===== config.mk =====
export PLATFORM = sky130hd
export DESIGN_NAME = pfc_top
export DESIGN_NICKNAME = d
export VERILOG_FILES = /design/src/rtl/pfc_pkg.sv /design/src/rtl/pfc_next_pc.sv /design/src/rtl/pfc_ret_stack.sv /design/src/rtl/pfc_top.sv
export SDC_FILE = /design/constraint.sdc
export NUM_CORES = 1
export LEC_CHECK = 0
export ABC_AREA = 1
export ABC_CLOCK_PERIOD_IN_PS = 2600
export BUFFER_PORTS_ARGS = -buffer_cell sky130_fd_sc_hd__buf_4
export CAP_MARGIN = 20
export CORE_ASPECT_RATIO = 0.6
export CORE_MARGIN = 1
export CORE_UTILIZATION = 50
export DETAILED_ROUTE_END_ITERATION = 6
export GPL_TIMING_DRIVEN = 0
export MAX_ROUTING_LAYER = met4
export PLACE_DENSITY = 0.7
export SETUP_SLACK_MARGIN = 0.5
export SLEW_MARGIN = 20
export SYNTH_ARGS = -nofsm -noshare
export SYNTH_HDL_FRONTEND = slang
export SYNTH_HIERARCHICAL = 1
export SYNTH_SLANG_ARGS = --single-unit

===== constraint.sdc =====
create_clock -name clk -period 2.6 [get_ports clk]
set_input_delay 0 -clock clk [delete_from_list [all_inputs] [get_ports clk]]
set_output_delay 0 -clock clk [all_outputs]
set_load 0.005 [all_outputs]

===== src/rtl/pfc_pkg.sv =====
// Package: shared operation codes for the program sequencer.
// Assumes the decoder presents one 4-bit code per cycle. Codes 10..15 act as hold.
package pfc_pkg;

    typedef enum logic [3:0] {
        OP_CLEAR    = 4'd0,
        OP_HOLD     = 4'd1,
        OP_STEP     = 4'd2,
        OP_JREL     = 4'd3,
        OP_BR_SET   = 4'd4,
        OP_BR_CLR   = 4'd5,
        OP_JABS     = 4'd6,
        OP_CALL_REL = 4'd7,
        OP_CALL_ABS = 4'd8,
        OP_RETURN   = 4'd9
    } pfc_op_e;

endpackage


===== src/rtl/pfc_next_pc.sv =====
// Module: combinational next-address selection and stack command decode.
// Assumes the return value from the stack already reads 0 when the stack is empty.
module pfc_next_pc
    import pfc_pkg::*;
#(
    parameter int ADDR_W = 16,
    parameter int DISP_W = 12
) (
    input  pfc_op_e             op_i,
    input  logic [ADDR_W-1:0]   pc_i,
    input  logic [DISP_W-1:0]   disp_i,
    input  logic [ADDR_W-1:0]   reg_i,
    input  logic                cond_i,
    input  logic [ADDR_W-1:0]   ret_addr_i,
    output logic [ADDR_W-1:0]   pc_nxt_o,
    output logic                push_o,
    output logic                pop_o,
    output logic                clear_o
);

    localparam int EXT_W = ADDR_W - DISP_W;

    logic [ADDR_W-1:0] disp_ext;
    logic [ADDR_W-1:0] seq_addr;
    logic [ADDR_W-1:0] rel_addr;

    // Sign-extend the displacement and form the two candidate targets.
    always_comb begin
        disp_ext = {{EXT_W{disp_i[DISP_W-1]}}, disp_i};
        seq_addr = pc_i + ADDR_W'(1);
        rel_addr = pc_i + disp_ext;
    end

    // Select the next program counter and the stack command for this operation.
    always_comb begin
        pc_nxt_o = pc_i;
        push_o   = 1'b0;
        pop_o    = 1'b0;
        clear_o  = 1'b0;
        unique case (op_i)
            OP_CLEAR: begin
                pc_nxt_o = '0;
                clear_o  = 1'b1;
            end
            OP_HOLD:     pc_nxt_o = pc_i;
            OP_STEP:     pc_nxt_o = seq_addr;
            OP_JREL:     pc_nxt_o = rel_addr;
            OP_BR_SET:   pc_nxt_o = cond_i ? rel_addr : seq_addr;
            OP_BR_CLR:   pc_nxt_o = cond_i ? seq_addr : rel_addr;
            OP_JABS:     pc_nxt_o = reg_i;
            OP_CALL_REL: begin
                pc_nxt_o = rel_addr;
                push_o   = 1'b1;
            end
            OP_CALL_ABS: begin
                pc_nxt_o = reg_i;
                push_o   = 1'b1;
            end
            OP_RETURN: begin
                pc_nxt_o = ret_addr_i + ADDR_W'(1);
                pop_o    = 1'b1;
            end
            default:     pc_nxt_o = pc_i;
        endcase
    end

endmodule


===== src/rtl/pfc_ret_stack.sv =====
// Module: last-in first-out store for return addresses, DEPTH entries deep.
// Assumes push and pop are never requested together. A refused push or pop
// leaves both the entries and the fill count untouched.
module pfc_ret_stack #(
    parameter int ADDR_W = 16,
    parameter int DEPTH  = 2
) (
    input  logic                clk,
    input  logic                rst_n,
    input  logic                clear_i,
    input  logic                push_i,
    input  logic                pop_i,
    input  logic [ADDR_W-1:0]   push_data_i,
    output logic [ADDR_W-1:0]   top_o,
    output logic                full_o,
    output logic                empty_o,
    output logic [$clog2(DEPTH+1)-1:0] count_o
);

    localparam int CNT_W = $clog2(DEPTH + 1);
    localparam logic [CNT_W-1:0] CNT_MAX = CNT_W'(DEPTH);

    logic [CNT_W-1:0]  count_q;
    logic [ADDR_W-1:0] slot_q [DEPTH];
    logic              do_push;
    logic              do_pop;

    // Qualify the requests against the current fill level.
    always_comb begin
        full_o  = (count_q == CNT_MAX);
        empty_o = (count_q == '0);
        do_push = push_i && !full_o && !clear_i;
        do_pop  = pop_i && !empty_o && !clear_i;
        count_o = count_q;
    end

    // Track how many slots hold a saved address.
    always_ff @(posedge clk) begin
        if (!rst_n || clear_i) begin
            count_q <= '0;
        end else if (do_push) begin
            count_q <= count_q + CNT_W'(1);
        end else if (do_pop) begin
            count_q <= count_q - CNT_W'(1);
        end
    end

    // One register per slot; a push writes the slot at the current fill level.
    for (genvar g = 0; g < DEPTH; g++) begin : g_slot
        always_ff @(posedge clk) begin
            if (!rst_n) begin
                slot_q[g] <= '0;
            end else if (do_push && (count_q == CNT_W'(g))) begin
                slot_q[g] <= push_data_i;
            end
        end
    end

    // Present the most recent entry, or zero when nothing is stored.
    always_comb begin
        top_o = '0;
        for (int i = 0; i < DEPTH; i++) begin
            if (count_q == CNT_W'(i + 1)) begin
                top_o = slot_q[i];
            end
        end
    end

endmodule


===== src/rtl/pfc_top.sv =====
// Module: program sequencer top. It holds the PC register and the registered
// error flag, and connects the next-address logic to the return stack.
// Assumes the decoder has already resolved hazards and delay slots.
module pfc_top
    import pfc_pkg::*;
#(
    parameter int ADDR_W = 16,
    parameter int DISP_W = 12,
    parameter int DEPTH  = 2
) (
    input  logic                clk,
    input  logic                rst_n,
    input  logic [3:0]          op,
    input  logic [DISP_W-1:0]   imm,
    input  logic [ADDR_W-1:0]   opa,
    input  logic                flag,
    output logic [ADDR_W-1:0]   pm_addr,
    output logic                stk_err
);

    localparam int CNT_W = $clog2(DEPTH + 1);

    pfc_op_e           op_e;
    logic [ADDR_W-1:0] pc_q;
    logic [ADDR_W-1:0] pc_nxt;
    logic [ADDR_W-1:0] ret_addr;
    logic              push;
    logic              pop;
    logic              clear;
    logic              full;
    logic              empty;
    logic              err_q;
    logic [CNT_W-1:0]  stk_count;

    // Interpret the raw decoder code as an operation.
    always_comb op_e = pfc_op_e'(op);

    pfc_next_pc #(
        .ADDR_W (ADDR_W),
        .DISP_W (DISP_W)
    ) u_next (
        .op_i       (op_e),
        .pc_i       (pc_q),
        .disp_i     (imm),
        .reg_i      (opa),
        .cond_i     (flag),
        .ret_addr_i (ret_addr),
        .pc_nxt_o   (pc_nxt),
        .push_o     (push),
        .pop_o      (pop),
        .clear_o    (clear)
    );

    pfc_ret_stack #(
        .ADDR_W (ADDR_W),
        .DEPTH  (DEPTH)
    ) u_stack (
        .clk         (clk),
        .rst_n       (rst_n),
        .clear_i     (clear),
        .push_i      (push),
        .pop_i       (pop),
        .push_data_i (pc_q),
        .top_o       (ret_addr),
        .full_o      (full),
        .empty_o     (empty),
        .count_o     (stk_count)
    );

    // Program counter register.
    always_ff @(posedge clk) begin
        if (!rst_n) begin
            pc_q <= '0;
        end else begin
            pc_q <= pc_nxt;
        end
    end

    // Registered flag for a refused call or return.
    always_ff @(posedge clk) begin
        if (!rst_n) begin
            err_q <= 1'b0;
        end else begin
            err_q <= (push && full) || (pop && empty);
        end
    end

    // Drive the outputs.
    always_comb begin
        pm_addr = pc_q;
        stk_err = err_q;
    end

endmodule


==> reports/summary.txt <==
status -> finished with violations
failing checks -> DRC
RSZ-0062 raised after global routing -> yes
CTS buffer count -> 5
top cell type's share of synthesized area -> 0.212
DRC viols -> 4
CP required -> 2.81 ns
max-cap violation count -> 0
register area share after synthesis -> 0.296
reg2reg path depth -> 17
largest family of logic cells by synthesized area -> simple AND/OR/NAND/NOR gates
Sequential cell area -> 1350 um2
vias per cell -> 5.48
Logic pwr share -> 0.308
EDFF count, synth -> 32
vias in the first global route -> 4165
clock-pin slew on the worst setup and hold paths -> 0.07 ns
Flop pwr share -> 0.401
Core Rows -> 26
Tot GR Track Use -> 0.308
Slew @ Worst Pin -> 0.648 ns
crit path launch type -> flop
share of cells above drive strength 1 -> 0.248
Netlist cell types -> 35
adder-cell share of the synthesized area -> 0.0596
reg-to-reg slack, setup -> 0.39 ns
Crit path max-delay family -> simple AND/OR/NAND/NOR gates
post-route ant nets -> 0
DRT iter0 DRCs -> 710
Synth Flop Type -> edfxtp_1
switching power -> 831 uW
Synth Area in XOR/XNOR -> 0.0155
Async S/R FF share, synth -> 0
post-place instance area -> 5110 um2
Slew Limit Fails -> 0
max_slew headroom -> 0.564
CTS max path bufs -> 2
YS warnings -> 6
Clk Latency, worst-skew pair -> 0.30 ns
top cells by area, synth -> edfxtp_1 (21%), nand2_1 (20%), nor2_1 (9.1%), inv_1 (8.9%), dfxtp_1 (8.4%)
Syn Area/Cell -> 6.23 um2
initial antenna violation count -> 0
Synth Area in Compound Gates -> 0.0616
Buf+Inv Stages, Crit Path -> 7
placed cells -> 891
Detail Placement HPWL -> 10.8 mm
clock group share of total power -> 0.291
PwrDens -> 405 nW/um2
drt wl/cell -> 15.8 um
Slowest Stage Delay on Critical Path -> 0.36 ns
Setup crit end kind -> flop
Int Pwr -> 1.58 mW
kind of critical path -> flop to flop
hold path cells -> 5
fmax -> 452 MHz
Synth Area in Simple Gates -> 0.443
Mapped Cells -> 727
die area -> 9460 um2
cell accounting for the most synthesized area -> edfxtp_1
area delta synth->final -> 31.4%
nets -> 876
Tcrit/Tclk final -> 0.850
fillcell total -> 747
First-pass DRT Iterations -> 7
Setup TNS Final -> 0 ns
WHS -> 0.0405 ns
first-pass GRT wire length -> 21.4 mm
HP Class -> primary input to flop
CTS H-tree lvls -> 2
Post-Syn Area -> 4530 um2
Initial Utilization -> 0.524
Hold Fails Final Rpt -> 0
core area -> 8650 um2
VDD IR max -> 0.322 mV
area of the multi-input gates -> 2980 um2
P_leak -> 2.90 nW
pre-CTS setup slack -> 0.0862 ns
total clock sinks -> 51
final core occ -> 0.688
CP Depth -> 17
slowest cell on the critical path -> dfxtp_2
crit path max fanout -> 5
Finish-stage setup viols -> 0
final wirelength -> 14.8 mm
CTS tree -> yes
min cycle time layout -> 2.21 ns
crit path cell chain -> inv_4 -> ha_4 -> buf_8 -> clkinv_8 -> buf_8 -> nand3_1 -> nand2_2 -> buf_4 -> nand3_4 -> nor3_4 -> nor2_1 -> a21oi_1 -> nand3_1 -> o21ai_1 -> inv_1 -> nand2_1 -> inv_1
Die X -> 125 um
Worst Slack Setup Final -> 0.389 ns
via count -> 5112
Synth Net Count -> 783
Clock Skews -> 0.00491 ns
Post-CTS Hold Fix Bufs -> 0
Boundary Pins -> 52
post-layout total power -> 2.41 mW
Port Buffers -> 51
Final Non-Filler Cells -> 933
largest net degree at the start of global routing -> 18
ANT cells -> 0
GR Overflow Total -> 0
CTS Root Cell -> clkbuf_16
Worst Path Arrival -> 2.42 ns
synthesis-stage register bit count -> 51
sw frac -> 0.345
RD Place Congestion -> 0.914
multiplexer share of the synthesized area -> 0
chip height -> 75.7 um
final instance area -> 5960 um2
==> flip-flops by register name, summed over array words and instances, names as in the netlist <==
name,count
u_stack/slot_q,32
pm_addr,16
u_stack/count_o,2
stk_err,1
==> power by group through the flow <==
stage	sequential (mW)	combinational, mW	clock (mW)
after floorplan	0.962	0.417	0
after global placement	0.978	0.605	0
after detailed placement	0.979	0.623	0
after CTS	0.963	0.675	0.710
after global routing	0.973	0.811	0.730
final	0.967	0.744	0.700
==> worst reg2reg max path, cell delays in order, from the launching register on <==
cell and delay [ns]:
dfxtp_2 0.36, inv_4 0.05, ha_4 0.16, buf_8 0.13, clkinv_8 0.06, buf_8 0.11
nand3_1 0.08, nand2_2 0.11, buf_4 0.14, nand3_4 0.12, nor3_4 0.28, nor2_1 0.08
a21oi_1 0.14, nand3_1 0.09, o21ai_1 0.09, inv_1 0.05, nand2_1 0.05, inv_1 0.03
==> final timing paths <==
path | start | endpoint
max | u_stack/count_o[0] | pm_addr[6]
min | opa[8] | pm_addr[8]
max reg2reg | u_stack/count_o[0] | pm_addr[6]
min reg2reg | pm_addr[0] | u_stack/slot_q[1][0]
==> final cells by class <==
| class | instances | share of cell area |
|---|---|---|
| clock buffers | 5 | 0.0210 |
| inverters | 113 | 0.0748 |
| repair buffers | 86 | 0.120 |
| multi-input cells | 548 | 0.499 |
| plain buffers | 15 | 0.0317 |
| clock inverters | 3 | 0.00378 |
| well taps | 112 | 0.0235 |
| flip-flops and latches | 51 | 0.226 |
==> kinds of logic after synthesis <==
logic type | count (synthesis)
buf+inv | 128
xor+xnor | 8
fa+ha+maj | 21
simple gates | 467
flops | 51
compound gates | 52
==> metal layers <==
layer  GRT usage  part of all wire  up-vias
met1       0.447              0.48     2350
met5           -                 0        -
met3      0.0456             0.089       21
met2       0.450              0.42      263
met4      0.0718             0.012        0
li1            -                 -     2478
==> Yosys cell counts (7+ instances only) <==
| cell | n |
|---|---|
| o21ai_0 | 13 |
| ha_1 | 20 |
| nand3_1 | 73 |
| nor2_2 | 8 |
| a21oi_1 | 27 |
| dfxtp_1 | 19 |
| nand2_1 | 239 |
| buf_6 | 7 |
| nand4_1 | 8 |
| edfxtp_1 | 32 |
| inv_1 | 107 |
| nor2_1 | 110 |
==> layout by cell type (no fill, tap or decap), types with 2 or more instances in the layout <==
master	synthesis	final
ha_4	0	2
dfxtp_2	0	4
dfxtp_1	19	15
buf_12	0	3
xor2_1	3	3
nand3_1	73	61
clkinv_2	1	2
o21ai_0	13	8
nand2_2	4	18
inv_2	4	7
inv_4	0	3
nand4_1	8	8
o21bai_1	5	5
clkbuf_16	0	6
nor2_2	8	9
nand3b_1	5	5
nand2_1	239	213
a21oi_1	27	26
a31oi_1	3	3
nand3_4	3	8
buf_6	7	13
nand3_2	2	9
nand2_4	0	11
buf_8	1	3
nor2_1	110	102
buf_4	2	79
or2_2	5	5
inv_1	107	101
nor3_1	4	2
o21ai_1	3	7
xnor2_1	5	4
ha_1	20	17
nor2_4	0	7
and2_1	4	3
inv_6	0	2
edfxtp_1	32	32
==> repair_timing <==
action / in CTS / in global routing
gates resized for setup: 46 / 65
setup buffers: 18 / 15
cloned: 1 / 0
pin swaps: 27 / 45
hold endpoints to repair: 0 / 0
endpoints found under the setup margin: 29 / 14
No activity file was read; power rests on OpenSTA's default activity.
